### src/rtl/sdram_cmd_pkg.sv
package sdram_cmd_pkg;

  typedef enum logic [2:0] {
    CMD_NOP  = 3'd0,
    CMD_ACT  = 3'd1,
    CMD_RD   = 3'd2,
    CMD_WR   = 3'd3,
    CMD_PRE  = 3'd4,
    CMD_PREA = 3'd5,
    CMD_REF  = 3'd6,
    CMD_MRS  = 3'd7
  } cmd_e;

  typedef enum logic [1:0] {
    PD_NONE = 2'd0,
    PD_PRE  = 2'd1,
    PD_ACT  = 2'd2
  } pd_e;

endpackage

### src/rtl/sdram_cmd_decode.sv
module sdram_cmd_decode
  import sdram_cmd_pkg::*;
#(
  parameter int ADDR_W = 13,
  parameter int AP_BIT = 10,
  localparam int COL_W = ADDR_W - 1
) (
  input  logic              cs_ni,
  input  logic              ras_ni,
  input  logic              cas_ni,
  input  logic              we_ni,
  input  logic [ADDR_W-1:0] addr_i,
  output cmd_e              cmd_o,
  output logic              ap_o,
  output logic [COL_W-1:0]  col_o
);

  always_comb begin
    cmd_o = CMD_NOP;
    if (!cs_ni) begin
      unique case ({ras_ni, cas_ni, we_ni})
        3'b011:  cmd_o = CMD_ACT;
        3'b101:  cmd_o = CMD_RD;
        3'b100:  cmd_o = CMD_WR;
        3'b010:  cmd_o = addr_i[AP_BIT] ? CMD_PREA : CMD_PRE;
        3'b001:  cmd_o = CMD_REF;
        3'b000:  cmd_o = CMD_MRS;
        default: cmd_o = CMD_NOP;
      endcase
    end
  end

  assign ap_o = addr_i[AP_BIT];

  // column = address with the qualifier bit squeezed out
  for (genvar g = 0; g < COL_W; g++) begin : g_col
    if (g < AP_BIT) begin : g_lo
      assign col_o[g] = addr_i[g];
    end else begin : g_hi
      assign col_o[g] = addr_i[g+1];
    end
  end

endmodule

### src/rtl/sdram_bank_slot.sv
module sdram_bank_slot #(
  parameter int ROW_W = 13
) (
  input  logic             clk_i,
  input  logic             rst_ni,
  input  logic             open_i,
  input  logic             close_i,
  input  logic [ROW_W-1:0] row_i,
  output logic             active_o,
  output logic [ROW_W-1:0] row_o
);

  always_ff @(posedge clk_i or negedge rst_ni) begin
    if (!rst_ni) begin
      active_o <= 1'b0;
      row_o    <= '0;
    end else if (open_i) begin
      active_o <= 1'b1;
      row_o    <= row_i;
    end else if (close_i) begin
      active_o <= 1'b0;
    end
  end

endmodule

### src/rtl/sdram_bank_tracker.sv
module sdram_bank_tracker
  import sdram_cmd_pkg::*;
#(
  parameter int NUM_BANKS = 4,
  parameter int ROW_W     = 13,
  localparam int BA_W     = (NUM_BANKS > 1) ? $clog2(NUM_BANKS) : 1
) (
  input  logic                       clk_i,
  input  logic                       rst_ni,
  input  logic                       en_i,
  input  cmd_e                       cmd_i,
  input  logic [BA_W-1:0]            ba_i,
  input  logic                       ap_i,
  input  logic [ROW_W-1:0]           row_i,
  output logic [NUM_BANKS-1:0]       active_o,
  output logic [NUM_BANKS*ROW_W-1:0] rows_o,
  output logic                       viol_o,
  output logic                       any_active_o
);

  logic is_col;
  logic sel_active;
  logic bad;

  assign is_col     = (cmd_i == CMD_RD) || (cmd_i == CMD_WR);
  assign sel_active = active_o[ba_i];

  for (genvar g = 0; g < NUM_BANKS; g++) begin : g_bank
    logic hit, open_b, close_b;
    assign hit     = en_i && (ba_i == BA_W'(g));
    assign open_b  = hit && (cmd_i == CMD_ACT) && !active_o[g];
    assign close_b = (en_i && (cmd_i == CMD_PREA)) ||
                     (hit && ((cmd_i == CMD_PRE) || (is_col && ap_i)));

    sdram_bank_slot #(.ROW_W(ROW_W)) u_slot (
      .clk_i   (clk_i),
      .rst_ni  (rst_ni),
      .open_i  (open_b),
      .close_i (close_b),
      .row_i   (row_i),
      .active_o(active_o[g]),
      .row_o   (rows_o[g*ROW_W +: ROW_W])
    );
  end

  assign bad = en_i && (((cmd_i == CMD_ACT) && sel_active) ||
                        (is_col && !sel_active));

  always_ff @(posedge clk_i or negedge rst_ni) begin
    if (!rst_ni)  viol_o <= 1'b0;
    else if (bad) viol_o <= 1'b1;
  end

  assign any_active_o = |active_o;

endmodule

### src/rtl/sdram_pd_classify.sv
module sdram_pd_classify
  import sdram_cmd_pkg::*;
(
  input  logic clk_i,
  input  logic rst_ni,
  input  logic cke_i,
  input  logic any_active_i,
  output pd_e  pd_o
);

  logic cke_q;

  always_ff @(posedge clk_i or negedge rst_ni) begin
    if (!rst_ni) begin
      cke_q <= 1'b1;
      pd_o  <= PD_NONE;
    end else begin
      cke_q <= cke_i;
      if (cke_i)       pd_o <= PD_NONE;
      else if (cke_q)  pd_o <= any_active_i ? PD_ACT : PD_PRE;
    end
  end

endmodule

### src/rtl/sdram_cmd_tracker.sv
module sdram_cmd_tracker
  import sdram_cmd_pkg::*;
#(
  parameter int NUM_BANKS = 4,
  parameter int ADDR_W    = 13,
  parameter int AP_BIT    = 10,
  localparam int BA_W     = (NUM_BANKS > 1) ? $clog2(NUM_BANKS) : 1,
  localparam int COL_W    = ADDR_W - 1
) (
  input  logic                        clk_i,
  input  logic                        rst_ni,
  input  logic                        cke_i,
  input  logic                        cs_ni,
  input  logic                        ras_ni,
  input  logic                        cas_ni,
  input  logic                        we_ni,
  input  logic [BA_W-1:0]             ba_i,
  input  logic [ADDR_W-1:0]           addr_i,
  output logic [2:0]                  cmd_o,
  output logic [BA_W-1:0]             bank_o,
  output logic                        auto_pre_o,
  output logic [COL_W-1:0]            col_o,
  output logic                        mrs_ext_o,
  output logic [ADDR_W-1:0]           opcode_o,
  output logic [NUM_BANKS-1:0]        bank_active_o,
  output logic [NUM_BANKS*ADDR_W-1:0] open_row_o,
  output logic                        violation_o,
  output logic [1:0]                  pd_mode_o
);

  cmd_e             dec_cmd, cmd_eff;
  logic             dec_ap;
  logic [COL_W-1:0] dec_col;
  logic             any_active;
  pd_e              pd_mode;
  logic             banked, is_col;

  sdram_cmd_decode #(.ADDR_W(ADDR_W), .AP_BIT(AP_BIT)) u_dec (
    .cs_ni (cs_ni),
    .ras_ni(ras_ni),
    .cas_ni(cas_ni),
    .we_ni (we_ni),
    .addr_i(addr_i),
    .cmd_o (dec_cmd),
    .ap_o  (dec_ap),
    .col_o (dec_col)
  );

  assign cmd_eff = cke_i ? dec_cmd : CMD_NOP;
  assign is_col  = (cmd_eff == CMD_RD) || (cmd_eff == CMD_WR);
  assign banked  = is_col || (cmd_eff == CMD_ACT) || (cmd_eff == CMD_PRE);

  sdram_bank_tracker #(.NUM_BANKS(NUM_BANKS), .ROW_W(ADDR_W)) u_banks (
    .clk_i       (clk_i),
    .rst_ni      (rst_ni),
    .en_i        (cke_i),
    .cmd_i       (cmd_eff),
    .ba_i        (ba_i),
    .ap_i        (dec_ap),
    .row_i       (addr_i),
    .active_o    (bank_active_o),
    .rows_o      (open_row_o),
    .viol_o      (violation_o),
    .any_active_o(any_active)
  );

  sdram_pd_classify u_pd (
    .clk_i       (clk_i),
    .rst_ni      (rst_ni),
    .cke_i       (cke_i),
    .any_active_i(any_active),
    .pd_o        (pd_mode)
  );

  assign pd_mode_o = pd_mode;

  always_ff @(posedge clk_i or negedge rst_ni) begin
    if (!rst_ni) begin
      cmd_o      <= CMD_NOP;
      bank_o     <= '0;
      auto_pre_o <= 1'b0;
      col_o      <= '0;
      mrs_ext_o  <= 1'b0;
      opcode_o   <= '0;
    end else begin
      cmd_o      <= cmd_eff;
      bank_o     <= banked ? ba_i : '0;
      auto_pre_o <= is_col && dec_ap;
      if (is_col) col_o <= dec_col;
      if (cmd_eff == CMD_MRS) begin
        opcode_o  <= addr_i;
        mrs_ext_o <= (ba_i == BA_W'(1));
      end
    end
  end

endmodule

### config.mk
export PLATFORM = sky130hd
export DESIGN_NAME = sdram_cmd_tracker
export DESIGN_NICKNAME = d
export VERILOG_FILES = /design/src/rtl/sdram_cmd_pkg.sv /design/src/rtl/sdram_cmd_decode.sv /design/src/rtl/sdram_bank_slot.sv /design/src/rtl/sdram_bank_tracker.sv /design/src/rtl/sdram_pd_classify.sv /design/src/rtl/sdram_cmd_tracker.sv
export SDC_FILE = /design/constraint.sdc
export NUM_CORES = 1
export LEC_CHECK = 0
export BUFFER_PORTS_ARGS = -buffer_cell sky130_fd_sc_hd__buf_2
export CAP_MARGIN = 5
export CORE_UTILIZATION = 55
export CTS_BUF_LIST = sky130_fd_sc_hd__clkbuf_16
export CTS_CLUSTER_DIAMETER = 150
export CTS_CLUSTER_SIZE = 16
export DETAILED_ROUTE_END_ITERATION = 16
export GPL_ROUTABILITY_DRIVEN = 0
export PLACE_DENSITY = 0.84
export SETUP_SLACK_MARGIN = 0.5
export SLEW_MARGIN = 40
export SYNTH_ARGS = -nofsm -noshare
export SYNTH_HDL_FRONTEND = slang
export SYNTH_SLANG_ARGS = --single-unit
### constraint.sdc
create_clock -name clk_i -period 3.9 [get_ports clk_i]
set_input_delay 0.195 -clock clk_i [delete_from_list [all_inputs] [get_ports clk_i]]
set_output_delay 0.195 -clock clk_i [all_outputs]
set_load 0.02 [all_outputs]
# Word-level counts from Yosys, hierarchy flattened
# Cells that the tools add are included.
[classes]
reduce_logical = 43
eq_ne = 14
order_cmp = 1
mux = 18
[ops]
columns = ["op", "n"]
rows = [
  ["logical AND 1 bit", 21],
  ["case mux 3 bit (6 select lines)", 1],
  ["equality test 3 bit, second input constant", 5],
  ["equality test 3 x 2 -> 1 bit, second input constant", 4],
  ["two-way mux 1 bit", 10],
  ["nonzero test 2 bit", 5],
  ["logical OR 1 bit", 9],
  ["two-way mux 2 bit", 4],
  ["equality test 3 x 1 -> 1 bit, second input constant", 2],
  ["two-way mux 3 bit", 2],
  ["logical NOT 1 bit", 5],
  ["equality test 2 bit, second input constant", 2],
  ["OR reduction 4 bit", 1],
  ["logical NOT 3 bit", 1],
  ["< comparator 2 x 3 -> 1 bit, second input constant", 1],
  ["binary-select mux 1 bit (select 2 bit)", 1],
  ["equality test 2 x 1 -> 1 bit, second input constant", 1],
  ["logical NOT 2 bit", 1],
]
[totals]
elab_cells = 93
reg_bits = 92

# Logic depth before layout (Yosys ltp)
[depth]
word_depth = 12
ltp_mapped = 6
ltp_nobuf = 3

# By module
# A second synthesis with hierarchy kept.
[unflattened]
cells_unflattened = 241
area_unflattened_um2 = 3736.1
[by_module_without_submodules]
columns = ["mod", "area_each_um2", "instances", "cells_per_inst", "seq_area_each_um2"]
rows = [
  ["sdram_bank_slot", 520.5, 4, 30, 350.3],
  ["sdram_cmd_tracker", 1226.2, 1, 72, 800.8],
  ["sdram_bank_tracker", 183.9, 1, 22, 25.0],
  ["sdram_cmd_decode", 131.4, 1, 19, 0.0],
  ["sdram_pd_classify", 112.6, 1, 8, 76.3],
]

# Worst setup path after synthesis
# OpenSTA, ideal clock, no wires.
[synth_path]
kind = "input -> register"
from = "in cs_ni"
to = "reg u_banks.g_bank[2].u_slot.row_o[10]"
required_time_ns = 3.775
slack_ns = 2.036
cell_stages = 6
arrival_time_ns = 1.738
path_cell_list = "or3b_1 -> buf_2 -> or4_4 -> buf_6 -> buf_12 -> mux2_4"
[synth_via]
elab_chain_len = 5
[synth_lines]
columns = ["item", "line", "text"]
rows = [
  ["start: declaration", "sdram_cmd_tracker.sv:13", "input logic cs_ni,"],
  ["two-way mux 3 bit", "sdram_cmd_decode.sv:20", "if (!cs_ni) begin"],
  ["two-way mux 3 bit", "sdram_cmd_tracker.sv:49", "assign cmd_eff = cke_i ? dec_cmd : CMD_NOP;"],
  ["equality test 3 x 1 -> 1 bit", "sdram_bank_tracker.sv:31", "assign open_b = hit && (cmd_i == CMD_ACT) && !active_o[g];"],
  ["logical AND 1 bit (2 in series)", "sdram_bank_tracker.sv:31", ""],
  ["end signal: assignment", "sdram_bank_slot.sv:19", "row_o <= row_i;"],
  ["end: declaration", "sdram_bank_slot.sv:10", "output logic [ROW_W-1:0] row_o"],
]
# Every way passes these cells.
# A chain may end at the register's enable or synchronous reset.

# Worst setup path in the final report
[layout_path]
from = "in cke_i"
to = "reg u_banks.g_bank[3].u_slot.row_o[11]"
[layout_via]
elab_chain_len = 4
word_cells_on_any_way = 5
[layout_lines]
columns = ["item", "line", "text"]
rows = [
  ["start: declaration", "sdram_cmd_tracker.sv:12", "input logic cke_i,"],
  ["two-way mux 3 bit", "sdram_cmd_tracker.sv:49", ""],
  ["equality test 3 x 1 -> 1 bit", "sdram_bank_tracker.sv:31", ""],
  ["logical AND 1 bit * (2 in series)", "sdram_bank_tracker.sv:31", ""],
  ["end signal: assignment", "sdram_bank_slot.sv:19", ""],
  ["end: declaration", "sdram_bank_slot.sv:10", ""],
]
# Mark *: on every way between the ends. The rest lies on a longest branch, timed or not.

==> summary.txt <==
CTS max path bufs = 2
die width = 84.8 um
CP max FO = 11
RSZ-0062 raised after global routing = false
placed cell count = 417
Starting Density = 58.1%
Synth Instances = 244
Worst VDD drop = 339 uV
NumNets Final = 375
Die Footprint = 0.00720 mm^2
number of max-cap violations = 0
GR Overflow Total = 0
worst r2r path cells = 4
EDFF count, synth = 0
gr usage total = 23.1%
Seq. cell area = 0.00230 mm^2
clock skew = 0.00708 ns
Routed WL per cell = 18.2 um
Async S/R FF share, synth = 100%
run status = finished with violations
DRT iter0 DRCs = 75
area grow syn2layout = 24.4%
final WL = 7910 um
largest area contributor in the netlist = dfrtp_1
latest clock arrival within the worst-skew pair = 0.33 ns
final hold violations = 0
DP HPWL = 5380 um
cell depth of the worst setup path = 5
top-level I/O count = 113
largest net degree at the start of global routing = 64
Clk Tree Root Cell = clkbuf_16
crit path capture = u_banks.g_bank[3].u_slot.row_o[11]$_DFFE_PN0P_
antenna violations before repair = 0
number of global-route vias before repair = 2,411
Clock transition at path regs = 0.06 ns
Finished Layout Cells = 435
worst r2r dst = u_banks.g_bank[0].u_slot.row_o[4]$_DFFE_PN0P_
CTS tree = built
antenna cells = 0
CP max-delay cell = nor4_4
top cells by count, synth = dfrtp_1, mux2_2, mux2_4, clkbuf_1, o21ai_0
first-pass GRT wire length = 12,500 um
H-Tree Level Count = 3
max-slew violation count = 0
IO Port Bufs = 112
Yosys top cell area share = 60.3%
R2R setup slack = 2.10 ns
mapped cell area = 0.00377 mm^2
ys flop type = dfrtp_1
Fillers = 463
violated checks = design-rule violations
Setup crit end kind = flip-flop
Crit path arrival time = 2.03 ns
endpoints failing setup = 0
worst r2r src = u_banks.g_bank[0].u_slot.active_o$_DFFE_PN0P_
Critical Path Source = cke_i
Power Dens Cells = 572 mW/mm^2
core box area = 0.00649 mm^2
Pleak = 0.00248 uW
yosys warns = 0
Seq/Total Area, Yosys = 61.0%
CP Launch Type = input port
Core Rows = 29
Period minus WS final = 1.81 ns
die height = 84.8 um
WP buf/inv = 2
total power = 2690 uW
HP Class = in2reg
Worst EP required = 4.11 ns
multi-input logic area = 0.00136 mm^2
Max Fclk = 0.552 GHz
Antenna Nets Post-Route = 0
critical-path cell list = buf_2 > or3b_1 > nor4_4 > buf_6 > mux2_2
most numerous cell in the Yosys netlist = dfrtp_1
Syn Area/Cell = 15.5 um^2
CTS sink count = 92
fin crit share = 46.4%
ranking of synthesized cells by area = dfrtp_1, mux2_2, mux2_4, o21ai_0, buf_12
slew margin rel. = 47.0%
WS Path Type = in2reg
total CTS buffers = 9
Detailed Routing Iterations Pass 1 = 10
post-synth cell types = 36
Synthesized Nets = 266
via/cell ratio = 5.52
via count = 2,400
DRC violation count after routing = 6
Hold Startpoint = cke_i
layout cells sized above 1 = 60.9%
CP delay by family, top = simple AND/OR/NAND/NOR gates
register bit total from synthesis = 92
slew of the pin with the lowest slew margin = 0.795 ns
TNS Setup = 0 ns
Worst path max stage delay = 0.55 ns
Fin Hold WS = 0.0354 ns
Setup Buffers After CTS = 0
## cell usage in the layout, fill, tap and decap left out, drive strengths merged
cell type and count:
inv 1, a31o 2, nor3 2, nor3b 3
nor4b 2, bufinv 2, nand4 1, dlygate4sd3 1
nor4 3, or4 2, clkinv 4, a21oi 4
o21ai 9, o21a 2, a211oi 1, dfrtp 91
and4b 1, or3b 1, nand2b 4, a31oi 1
nor2b 2, and3b 1, or2 2, and2 1
nor2 3, nand2 2, nand3b 1, mux2i 1
or2b 1, mux4 1, clkbuf 9, buf 116
nor4bb 3, mux2 77, dfstp 1
## logic make-up (layout without fill, tap and decap cells)
group	count (synthesis)	after routing	share of synthesized area [%]
DFF	92	92	61.0
muxes	79	79	25.7
and+or+nand+nor	35	35	6.66
AOI/OAI and AO/OA	19	19	2.95
buffers and inverters	19	133	3.61
## where the power goes
part	switching (uW)	internal [uW]	leakage [uW]
logic	343	244	0.00114
registers	85.3	1100	0.00119
clock network	351	559	0.000155
total	780	1910	0.00248
## routing by layer
metal  up-vias  global-route usage [%]  part of all wire [%]
met5         -                       0                     0
met1      1223                    29.5                    44
li1       1094                       -                     -
met4         0                    9.40                   1.3
met2        75                    38.2                    51
met3         8                    5.64                   4.1
## final cells by class
cell class              instances  area share, %
repair buffers                117           13.1
clock buffers                   9           4.80
well taps                      77           2.05
clock inverters                 7           1.92
flip-flops and latches         92           49.1
multi-input cells             133           29.1
## flip-flops by register name, summed over array words and instances, names as in the netlist
name and flops:
bank_o 2, u_banks.g_bank.u_slot.active_o 4, u_banks.g_bank.u_slot.row_o 52, u_pd.pd_o 2
col_o 12, u_banks.viol_o 1, auto_pre_o 1, cmd_o 3
opcode_o 13, mrs_ext_o 1, u_pd.cke_q 1
## what timing repair did
| action | CTS | global route |
|---|---|---|
| hold buffers | 1 | 0 |
| hold endpoints to repair | 61 | 0 |
| gates resized for setup | 0 | 0 |
## worst min-delay path by stage
stage | to | slack, ns | depth (start not counted)
6_report | u_pd.cke_q$_DFF_PN1_ | 0.04 | 1
2_1_floorplan | auto_pre_o$_DFF_PN0_ | -0.10 | 0
5_1_grt | u_pd.cke_q$_DFF_PN1_ | 0.02 | 1
3_3_place_gp | u_banks.g_bank[1].u_slot.row_o[2]$_DFFE_PN0P_ | 0.31 | 1
3_5_place_dp | col_o[11]$_DFFE_PN0N_ | 0.33 | 1
4_1_cts | u_pd.cke_q$_DFF_PN1_ | 0.02 | 1
## per-stage QoR
| stage | cell area, um^2 | utilization (%) | worst slack (ns) |
|---|---|---|---|
| final | 4690 | 72.3 | 2.09 |
| after floorplan | 3770 | - | 2.04 |
| after detailed placement | 4350 | 66.9 | 1.75 |
| after global placement | 4330 | 66.6 | 1.68 |
| after global routing | 4690 | 72.3 | 2.02 |
| after CTS | 4670 | 71.9 | 1.84 |
Note: power is estimated with default switching activity, not from simulation.
